## config.mk

```make
export PLATFORM = sky130hd
export DESIGN_NAME = rx_stat_fifo
export DESIGN_NICKNAME = d
export VERILOG_FILES = /design/src/rtl/rxf_pkg.sv /design/src/rtl/rxf_store.sv /design/src/rtl/rxf_ctrl.sv /design/src/rtl/rxf_latch.sv /design/src/rtl/rx_stat_fifo.sv
export SDC_FILE = /design/constraint.sdc
export NUM_CORES = 1
export LEC_CHECK = 0
export CAP_MARGIN = 25
export CORE_MARGIN = 5
export CORE_UTILIZATION = 35
export DETAILED_ROUTE_END_ITERATION = 10
export DONT_BUFFER_PORTS = 1
export GPL_TIMING_DRIVEN = 0
export MAX_ROUTING_LAYER = met4
export SLEW_MARGIN = 25
export SYNTH_ARGS = -nofsm -noshare
export SYNTH_HDL_FRONTEND = slang
export SYNTH_SLANG_ARGS = --single-unit
```

## constraint.sdc

```tcl
create_clock -name clk -period 3.75 [get_ports clk]
set_input_delay 0.75 -clock clk [delete_from_list [all_inputs] [get_ports clk]]
set_output_delay 0.75 -clock clk [all_outputs]
set_load 0.005 [all_outputs]
```

## src/rtl/rxf_pkg.sv

```systemverilog
// Shared constants for the receive queue: flag vector layout.
package rxf_pkg;
    localparam int FLAG_W = 4;
    localparam int F_PAR  = 0;
    localparam int F_FRM  = 1;
    localparam int F_OVR  = 2;
    localparam int F_BRK  = 3;
    typedef logic [FLAG_W-1:0] rx_flags_t;
    localparam rx_flags_t OVR_MASK = rx_flags_t'(1) << F_OVR;
endpackage

```

## src/rtl/rxf_store.sv

```systemverilog
// Entry storage: a data array and a flag array indexed by slot.
// One write port and one overrun-tag port; reads the slot at raddr and the
// slot that follows it. Assumes DEPTH is a power of two (pointers wrap).
module rxf_store
    import rxf_pkg::*;
#(
    parameter  int DEPTH  = 4,
    parameter  int DATA_W = 8,
    localparam int PTR_W  = $clog2(DEPTH)
) (
    input  logic              clk,
    input  logic              rst_n,
    input  logic              we,
    input  logic [PTR_W-1:0]  waddr,
    input  logic [DATA_W-1:0] wdata,
    input  rx_flags_t         wflags,
    input  logic              tag_en,
    input  logic [PTR_W-1:0]  tag_idx,
    input  logic [PTR_W-1:0]  raddr,
    output logic [DATA_W-1:0] rdata,
    output rx_flags_t         rflags,
    output rx_flags_t         nflags
);
    logic [DATA_W-1:0] mem_d [DEPTH];
    rx_flags_t         mem_f [DEPTH];
    logic [PTR_W-1:0]  raddr_nxt;

    // Data slots: written only on an accepted push.
    always_ff @(posedge clk) begin
        if (we) mem_d[waddr] <= wdata;
    end

    // Flag slots: loaded on push, overrun bit raised by a tag.
    for (genvar g = 0; g < DEPTH; g++) begin : g_slot
        always_ff @(posedge clk) begin
            if (!rst_n)                               mem_f[g] <= '0;
            else if (we && waddr == PTR_W'(g))        mem_f[g] <= wflags;
            else if (tag_en && tag_idx == PTR_W'(g))  mem_f[g][F_OVR] <= 1'b1;
        end
    end

    // Read ports: head slot and its successor.
    always_comb begin
        raddr_nxt = raddr + PTR_W'(1);
        rdata     = mem_d[raddr];
        rflags    = mem_f[raddr];
        nflags    = mem_f[raddr_nxt];
    end

    // a tagged slot carries its overrun bit one edge later.
    assert_tag_marks_R6: assert property (@(posedge clk) disable iff (!rst_n)
        tag_en |=> mem_f[$past(tag_idx)][F_OVR]);
endmodule

```

## src/rtl/rxf_ctrl.sv

```systemverilog
// Queue control: pointers, occupancy, overrun detection and lockout.
// Decides which events happen this cycle and tells the top which entry
// becomes the head. Assumes DEPTH is a power of two and at least 2.
module rxf_ctrl #(
    parameter  int DEPTH = 4,
    localparam int PTR_W = $clog2(DEPTH),
    localparam int CNT_W = $clog2(DEPTH + 1)
) (
    input  logic             clk,
    input  logic             rst_n,
    input  logic             flush,
    input  logic             wr_en,
    input  logic             ovr_in,
    input  logic             pop,
    input  logic             clr_err,
    input  logic             err_ovr,
    output logic             push,
    output logic [PTR_W-1:0] wr_ptr,
    output logic [PTR_W-1:0] rd_ptr,
    output logic             avail,
    output logic             full,
    output logic             locked,
    output logic             tag_ok,
    output logic [PTR_W-1:0] tag_idx,
    output logic             arrive,
    output logic             nh_from_in,
    output logic             tag_second,
    output logic             tag_head
);
    logic [CNT_W-1:0] count, count_n;
    logic             empty, pop_eff, ovr_evt;

    // Event decode for the current cycle.
    always_comb begin
        empty      = (count == '0);
        full       = (count == CNT_W'(DEPTH));
        avail      = !empty;
        ovr_evt    = !locked && (ovr_in || (wr_en && full));
        push       = wr_en && !locked && !full && !ovr_in;
        pop_eff    = pop && !empty;
        tag_ok     = ovr_evt && !empty && !(pop_eff && count == CNT_W'(1));
        tag_idx    = wr_ptr - PTR_W'(1);
        count_n    = count + CNT_W'(push) - CNT_W'(pop_eff);
        arrive     = (count_n != '0) && (empty || pop_eff);
        nh_from_in = empty || (pop_eff && count == CNT_W'(1));
        tag_second = tag_ok && pop_eff && count == CNT_W'(2);
        tag_head   = tag_ok && !pop_eff && count == CNT_W'(1);
    end

    // Pointer and occupancy registers.
    always_ff @(posedge clk) begin
        if (!rst_n || flush) begin
            count  <= '0;
            wr_ptr <= '0;
            rd_ptr <= '0;
        end else begin
            count <= count_n;
            if (push)    wr_ptr <= wr_ptr + PTR_W'(1);
            if (pop_eff) rd_ptr <= rd_ptr + PTR_W'(1);
        end
    end

    // Lockout: set by an overrun tag, released by a clear of a set latch.
    always_ff @(posedge clk) begin
        if (!rst_n || flush)        locked <= 1'b0;
        else if (tag_ok)            locked <= 1'b1;
        else if (clr_err && err_ovr) locked <= 1'b0;
    end

    assert_count_bound_R2: assert property (@(posedge clk) disable iff (!rst_n)
        count <= CNT_W'(DEPTH));
    assert_empty_pop_R4: assert property (@(posedge clk) disable iff (!rst_n)
        (!flush && empty && !wr_en) |=> (count == '0));
    assert_overrun_locks_R5: assert property (@(posedge clk) disable iff (!rst_n)
        (!flush && !locked && wr_en && full) |=> locked);
    assert_locked_no_growth_R7: assert property (@(posedge clk) disable iff (!rst_n)
        (!flush && locked && !pop) |=> (count == $past(count)));
    assert_lock_hold_R10: assert property (@(posedge clk) disable iff (!rst_n)
        (!flush && locked && !(clr_err && err_ovr)) |=> locked);
endmodule

```

## src/rtl/rxf_latch.sv

```systemverilog
// Sticky error latches, one per flag bit. Set by a set vector, cleared
// by a software strobe; set wins over clear; flush clears everything.
module rxf_latch
    import rxf_pkg::*;
(
    input  logic      clk,
    input  logic      rst_n,
    input  logic      flush,
    input  logic      clr,
    input  rx_flags_t set_vec,
    output rx_flags_t err_q
);
    for (genvar b = 0; b < FLAG_W; b++) begin : g_bit
        // One latch bit: clear, then OR in the set.
        always_ff @(posedge clk) begin
            if (!rst_n || flush) err_q[b] <= 1'b0;
            else                 err_q[b] <= (err_q[b] && !clr) || set_vec[b];
        end
    end

    assert_sticky_R8: assert property (@(posedge clk) disable iff (!rst_n)
        (!flush && !clr) |=> ((err_q & $past(err_q)) == $past(err_q)));
    assert_clear_R9: assert property (@(posedge clk) disable iff (!rst_n)
        (!flush && clr && set_vec == '0) |=> (err_q == '0));
endmodule

```

## src/rtl/rx_stat_fifo.sv

```systemverilog
// Receive data/status queue with overrun tagging and write lockout.
// Presents the oldest entry; latches entry flags as each reaches the head.
// Assumes DEPTH is a power of two, at least 2; all inputs synchronous.
module rx_stat_fifo
    import rxf_pkg::*;
#(
    parameter  int DEPTH  = 4,
    parameter  int DATA_W = 8,
    localparam int PTR_W  = $clog2(DEPTH)
) (
    input  logic              clk,
    input  logic              rst_n,
    input  logic              rx_en,
    input  logic              wr_en,
    input  logic [DATA_W-1:0] wr_data,
    input  logic              wr_par_err,
    input  logic              wr_frm_err,
    input  logic              wr_brk,
    input  logic              ovr_in,
    input  logic              pop,
    input  logic              clr_err,
    output logic              avail,
    output logic              full,
    output logic              locked,
    output logic [DATA_W-1:0] head_data,
    output logic [FLAG_W-1:0] head_flags,
    output logic [FLAG_W-1:0] err_flags
);
    logic              flush, push, tag_ok, arrive, nh_from_in, tag_second, tag_head;
    logic [PTR_W-1:0]  wr_ptr, rd_ptr, tag_idx;
    logic [DATA_W-1:0] rdata;
    rx_flags_t         in_flags, rflags, nflags, nh_flags, set_vec, err_q;

    // Incoming flag vector and the latch set vector for this cycle.
    always_comb begin
        flush    = !rx_en;
        in_flags = '0;
        in_flags[F_PAR] = wr_par_err;
        in_flags[F_FRM] = wr_frm_err;
        in_flags[F_BRK] = wr_brk;
        nh_flags = nh_from_in ? in_flags
                              : (nflags | (tag_second ? OVR_MASK : '0));
        set_vec  = (arrive ? nh_flags : '0) | (tag_head ? (rflags | OVR_MASK) : '0);
    end

    rxf_ctrl #(.DEPTH(DEPTH)) u_ctrl (
        .clk(clk), .rst_n(rst_n), .flush(flush), .wr_en(wr_en), .ovr_in(ovr_in),
        .pop(pop), .clr_err(clr_err), .err_ovr(err_q[F_OVR]), .push(push),
        .wr_ptr(wr_ptr), .rd_ptr(rd_ptr), .avail(avail), .full(full),
        .locked(locked), .tag_ok(tag_ok), .tag_idx(tag_idx), .arrive(arrive),
        .nh_from_in(nh_from_in), .tag_second(tag_second), .tag_head(tag_head)
    );

    rxf_store #(.DEPTH(DEPTH), .DATA_W(DATA_W)) u_store (
        .clk(clk), .rst_n(rst_n), .we(push), .waddr(wr_ptr), .wdata(wr_data),
        .wflags(in_flags), .tag_en(tag_ok), .tag_idx(tag_idx), .raddr(rd_ptr),
        .rdata(rdata), .rflags(rflags), .nflags(nflags)
    );

    rxf_latch u_latch (
        .clk(clk), .rst_n(rst_n), .flush(flush), .clr(clr_err),
        .set_vec(set_vec), .err_q(err_q)
    );

    // Head outputs read zero while empty.
    always_comb begin
        head_data  = avail ? rdata  : '0;
        head_flags = avail ? rflags : '0;
        err_flags  = err_q;
    end

    // an empty queue never shows data.
    assert_empty_head_zero_R3: assert property (@(posedge clk) disable iff (!rst_n)
        !avail |-> (head_data == '0 && head_flags == '0));
    // a flush leaves the block empty and unlocked.
    assert_flush_clears_R11: assert property (@(posedge clk) disable iff (!rst_n)
        !rx_en |=> (!avail && !locked && err_flags == '0));
endmodule

```

==> impl_metrics.tcl, run 1 <==
set metrics [dict create \
    switching_share 0.238 \
    hold_start "wr_data[6]" \
    worst_slew_pin_slew_ns 0.804 \
    power_frac_seq 0.526 \
    period_share 0.838 \
    dieWidth_um 100 \
    status "finished, final reports clean" \
    start_util 0.354 \
    synth.avg_cell_area_um2 14.4 \
    netlist.area_leader.share 0.504 \
    rsz0062_at_grt "false" \
    cts_sinks 62 \
    fill_cells 787 \
    end_kind "flop" \
    vias 1629 \
    gp_congestion 0.754 \
    clockBufferDepth 2 \
    synth_area_leader_cell "edfxtp_1" \
    combPwrFrac 0.084 \
    fin_ws_ns 0.607 \
    slew-limit-headroom 0.462 \
    drt_iter0_drc 73 \
    post_cts_resized 0 \
    grt_overflow 0 \
    antennaDiodeCount 0 \
    synthFlopType "edfxtp_1" \
    grt_pass1_wl_um 9190 \
    yosysUniqueCellTypes 32 \
    worst-path-max-fanout 10 \
    postSynth.asyncResetShare 0 \
    path_class "reg2reg" \
    h-tree-depth 3 \
    finalNetCount 235 \
    ctsHoldBuffers 0 \
    io_buffer_count 0 \
    drive_above_1_share 0.181 \
    r2r_cells 10 \
    p_per_area_nw_per_um2 461 \
    switching_power_uw 350 \
    min_path_cells 0 \
    peakVddDrop_uv 178 \
    die-area_um2 10100 \
    synth-seq-cells 62 \
    clk_pin_slew_ns 0.07 \
    antenna_left 0 \
    clkLatencyLatePin_ns 0.34 \
    fmax_ghz 0.318 \
    avgRoutedWirePerCell_um 17.8 \
    syn_inst 199 \
    fin_skew_ns 0.00582 \
    clkPwrFrac 0.390 \
    rr_startpoint "u_ctrl.count[0]" \
    synth_area_leaders "edfxtp_1 (50%), mux4_2 (13%), dfxtp_1 (9.8%), and2_1 (5.5%), ha_1 (2.6%)" \
    synth_warnings 0 \
    maxCapViolations 0 \
    rows 33 \
    viasPerCell 5.09 \
    synth_area_um2 2860 \
    p_leak_uw 0.00113 \
    min_to "u_store.mem_d[3][6]" \
    final_max_slew_viol_count 0 \
    io_pins 37 \
    setup_viol_count_final 0 \
    syn_nets 224 \
    critPathRequiredTime_ns 4.00 \
    core-area_um2 8090 \
    drc 0 \
    postRouteWirelength_um 5680 \
    hold_viol_final 0 \
    fin_crit_ns 3.14 \
    syn2layout_area_growth_pct 11.5 \
    reg2reg_to "u_latch.err_q[2]" \
    arrival_ns 3.40 \
    hold_path.class "in2reg" \
    clock-root-buffer "clkbuf_8" \
    p_int_uw 1120 \
    crit_path_start_kind "flop" \
    pre_cts_ws_ns 0.415 \
    tns_ns 0 \
    tritoncts "done" \
    antenna_found_initial 0 \
    hpwl_um 4140 \
    cts_setup_buffers 0 \
    drt_pass1_iterations 4 \
    die_y_um 100 \
    r2r_slack_ns 0.61 \
    synth_edf_count 48 \
    grt_max_degree 13 \
    grt_pass1_vias 1739 \
    seq_area_frac_synth 0.602 \
    grt_use_total 0.126 \
    cts_buffers 9 \
]
==> critical path, stage by stage (launching register included) <==
cell and delay [ns]:
dfxtp_1 0.44, nor3b_1 0.14, nor4b_4 0.63, inv_1 0.10
ha_1 0.30, inv_1 0.04, ha_1 0.18, fa_1 0.51
nor2_1 0.05, a221o_1 0.40, o32ai_2 0.26
==> sequential cells by signal, indices dropped and copies added (netlist names), named ones only <==
register and count:
u_ctrl.count 3, u_ctrl.locked 1, u_ctrl.rd_ptr 2, u_ctrl.wr_ptr 2, u_latch.err_q 4, u_store.mem_d 32
u_store.mem_f 16
==> cell type report <==
type / count / area, µm² / share of cell area
Clock inverter: 7 / 75.1 / 0.0235
Tap cell: 105 / 131 / 0.0412
Inverter: 13 / 48.8 / 0.0153
Sequential cell: 62 / 1720 / 0.539
Buffer: 9 / 48.8 / 0.0153
Multi-Input combinational cell: 115 / 1040 / 0.327
Clock buffer: 9 / 124 / 0.0388
==> worst max path at each step <==
stage                     from          endpoint  slack (ns)  depth (start not counted)
6_report       u_ctrl.count[0]  u_latch.err_q[2]        0.61                         10
5_1_grt        u_ctrl.count[0]  u_latch.err_q[2]        0.44                         10
3_5_place_dp            ovr_in  u_latch.err_q[2]        0.42                          9
3_3_place_gp            ovr_in  u_latch.err_q[2]        0.40                          9
2_1_floorplan           ovr_in  u_latch.err_q[2]        0.79                          9
4_1_cts        u_ctrl.count[0]  u_latch.err_q[2]        0.60                         10
==> Yosys cell counts, drive strengths merged, types with 2 or more instances <==
cell type  number
nand3           5
mux4           16
and3            6
dfxtp          14
and2           25
mux2i           4
clkbuf          4
edfxtp         48
xnor2           4
a22oi           3
nand2          15
a21oi           2
and4            4
nor4b           2
inv            13
ha              6
o22ai           3
nor2            9
buf             5
nor3b           2
==> per-layer routing <==
metal,global-route usage,vias to the layer above,share of wire
met5,-,-,0
met4,0.0746,0,0.021
met3,0.0292,11,0.049
met2,0.200,33,0.50
met1,0.145,824,0.43
li1,-,761,-
==> power groups by stage <==
stage	registers, µW	logic (µW)	clock network, µW
final	775	123	574
after global routing	778	137	618
after CTS	775	126	587
after detailed placement	790	125	0
after global placement	790	123	0
after floorplan	786	96.6	0
==> layout by cell type (no fill, tap or decap), drive strengths merged, types with 5 or more instances in the layout <==
master	count
and3	6
nand2	15
mux4	16
clkbuf	13
ha	6
edfxtp	48
nand3	5
nor2	9
dfxtp	14
inv	13
and2	25
buf	5
==> metrics by stage <==
stage | utilization | hold WS (ns) | std cells | instance area [µm²] | power, µW
2_1_floorplan | - | 0.499 | 199 | 2860 | 882
3_3_place_gp | 0.370 | 0.521 | 304 | 2990 | 913
3_5_place_dp | 0.370 | 0.534 | 304 | 2990 | 915
4_1_cts | 0.394 | 0.488 | 320 | 3190 | 1490
5_1_grt | 0.394 | 0.480 | 320 | 3190 | 1530
6_report | 0.394 | 0.500 | 320 | 3190 | 1470
==> logic make-up after synthesis <==
logic type	after synthesis	share of synthesized area
AO/OA/AOI/OAI	12	0.0324
XOR/XNOR	5	0.0153
adder cells (fa/ha/maj)	7	0.0332
buffers and inverters	22	0.0341
flip-flops	62	0.602
multiplexers	20	0.140
AND/OR/NAND/NOR	71	0.143
No activity file was read; power rests on OpenSTA's default activity.
==> run 2, diff against run 1 <==
ABC_AREA = 1   (was default)
clock period = 3 ns   (was 3.75 ns; I/O delays follow)
==> impl_metrics.tcl, run 2 <==
set metrics [dict create \
    status "finished, final reports clean" \
    synth_commonest_cells "nor2_1 (72), nand2_1 (54), edfxtp_1 (48), inv_1 (39), o21ai_0 (31)" \
    io_buffer_count 0 \
    synthFlopType "edfxtp_1" \
    grt_overflow 0 \
    final_max_slew_viol_count 0 \
    clk_pin_slew_ns 0.07 \
    die_y_um 104 \
    drc 0 \
    clock-root-buffer "clkbuf_8" \
    die-area_um2 10800 \
    synth_edf_count 48 \
    tns_ns 0 \
    tritoncts "done" \
    hold_path.class "in2reg" \
    viasPerCell 4.91 \
    critPathRequiredTime_ns 3.24 \
    synth.avg_cell_area_um2 9.07 \
    hold_viol_final 0 \
    clockBufferDepth 2 \
    worst_slew_pin_slew_ns 0.650 \
    postRouteWirelength_um 6800 \
    rows 34 \
    yosysMostFrequentCell "nor2_1" \
    seq_area_frac_synth 0.557 \
    fin_skew_ns 0.00902 \
    netlist.area_leader.share 0.466 \
    fmax_ghz 0.369 \
    setup_viol_count_final 0 \
    layout_commonest_cell "nor2_1" \
    grt_max_degree 13 \
    synth-seq-cells 62 \
    grt_use_total 0.131 \
    drt_iter0_drc 110 \
    maxCapViolations 0 \
    antenna_found_initial 0 \
    yosysUniqueCellTypes 28 \
    syn2layout_area_growth_pct 9.95 \
    drive_above_1_share 0.134 \
    cts_setup_buffers 0 \
    worst-path-max-fanout 6 \
    fill_cells 892 \
    start_util 0.356 \
    gp_congestion 0.837 \
    vias 2282 \
    core-area_um2 8680 \
    arrival_ns 2.94 \
    synth_area_um2 3090 \
    grt_pass1_vias 2234 \
    final_cell_mix "nor2_1 (72), nand2_1 (54), edfxtp_1 (48)" \
    cts_buffers 9 \
    postLayoutCoreUtil 0.392 \
    p_per_area_nw_per_um2 532 \
    hpwl_um 4930 \
    crit_path_start_kind "flop" \
    power_uw 1810 \
    postSynth.asyncResetShare 0 \
    ctsHoldBuffers 0 \
    period_share 0.903 \
    syn_inst 341 \
    regMostFlops "u_store.mem_d" \
    synth_area_leaders "edfxtp_1 (47%), dfxtp_1 (9.1%), nor2_1 (8.7%), nand2_1 (6.6%), o21ai_0 (5.0%)" \
    synth_area_leader_cell "edfxtp_1" \
    syn_nets 366 \
    reg_top3 "u_store.mem_d x32, u_store.mem_f x16, u_latch.err_q x4" \
    drt_pass1_iterations 4 \
    fin_crit_ns 2.71 \
    post_cts_resized 0 \
    grt_pass1_wl_um 10900 \
    avgRoutedWirePerCell_um 14.6 \
    p_leak_uw 0.00134 \
    clkLatencyLatePin_ns 0.33 \
    startpoint "u_ctrl.count[0]" \
    synth_warnings 0 \
    antenna_left 0 \
    largest_reg_flops 32 \
    dieWidth_um 104 \
    antennaDiodeCount 0 \
    h-tree-depth 3 \
    slew-limit-headroom 0.562 \
    cts_sinks 62 \
    peakVddDrop_uv 201 \
    end_kind "flop" \
    hold_start "wr_data[6]" \
    rr_startpoint "u_ctrl.count[0]" \
    rsz0062_at_grt "false" \
    path_class "reg2reg" \
    finalNetCount 377 \
    io_pins 37 \
]
==> run 2: cell type report <==
| cell class | count | area, µm² | share of cell area |
|---|---|---|---|
| Buffer | 12 | 75.1 | 0.0221 |
| Clock buffer | 9 | 124 | 0.0364 |
| Tap cell | 108 | 135 | 0.0397 |
| Clock inverter | 7 | 48.8 | 0.0143 |
| Sequential cell | 62 | 1720 | 0.506 |
| Inverter | 43 | 161 | 0.0475 |
| Multi-Input combinational cell | 224 | 1130 | 0.334 |
==> run 2: power breakdown <==
part / switching (µW) / internal [µW] / leakage, µW
combinational: 141 / 61.5 / 0.000677
clock: 338 / 300 / 0.0000894
sequential: 15.8 / 953 / 0.000570
total: 495 / 1310 / 0.00134
==> run 2: cells by family (layout without fill, tap and decap cells) <==
group                      after synthesis  after routing  share of synthesized area
and+or+nand+nor                        154            154                      0.222
buffers and inverters                   55             71                     0.0765
DFF                                     62             62                      0.557
adders and majority gates                7              7                     0.0307
AOI/OAI and AO/OA                       63             63                      0.114
==> run 2: through the flow <==
stage / hold slack, ns / std cells / instance area, µm² / setup slack, ns
5_1_grt: 0.340 / 465 / 3400 / 0.103
3_3_place_gp: 0.509 / 449 / 3230 / 0.290
6_report: 0.361 / 465 / 3400 / 0.292
4_1_cts: 0.343 / 465 / 3400 / 0.297
3_5_place_dp: 0.525 / 449 / 3230 / 0.281
2_1_floorplan: 0.491 / 341 / 3090 / 0.491
==> run 2: final timing paths <==
check / slack, ns / to / depth (start not counted)
max: 0.29 / u_latch.err_q[3] / 16
min: 0.36 / u_store.mem_d[3][6] / 0
max reg2reg: 0.29 / u_latch.err_q[3] / 16
min reg2reg: 0.53 / u_ctrl.wr_ptr[1] / 2
==> run 2: worst max-delay path, stage by stage (launching register included) <==
cell	delay [ns]
dfxtp_1	0.47
inv_2	0.12
nand2_1	0.15
inv_1	0.14
nor2_4	0.19
ha_1	0.26
inv_1	0.05
ha_1	0.14
fa_1	0.43
nor2_1	0.13
nand3_1	0.12
nand2_1	0.15
inv_1	0.05
nand2_1	0.06
nand3_1	0.06
nand2_1	0.05
inv_1	0.04
==> run 2: per-layer routing <==
metal / vias up / share of wire / track usage
met1: 1082 / 0.41 / 0.144
met3: 9 / 0.054 / 0.0385
met2: 50 / 0.52 / 0.221
li1: 1141 / - / -
met5: - / 0 / -
met4: 0 / 0.012 / 0.0527
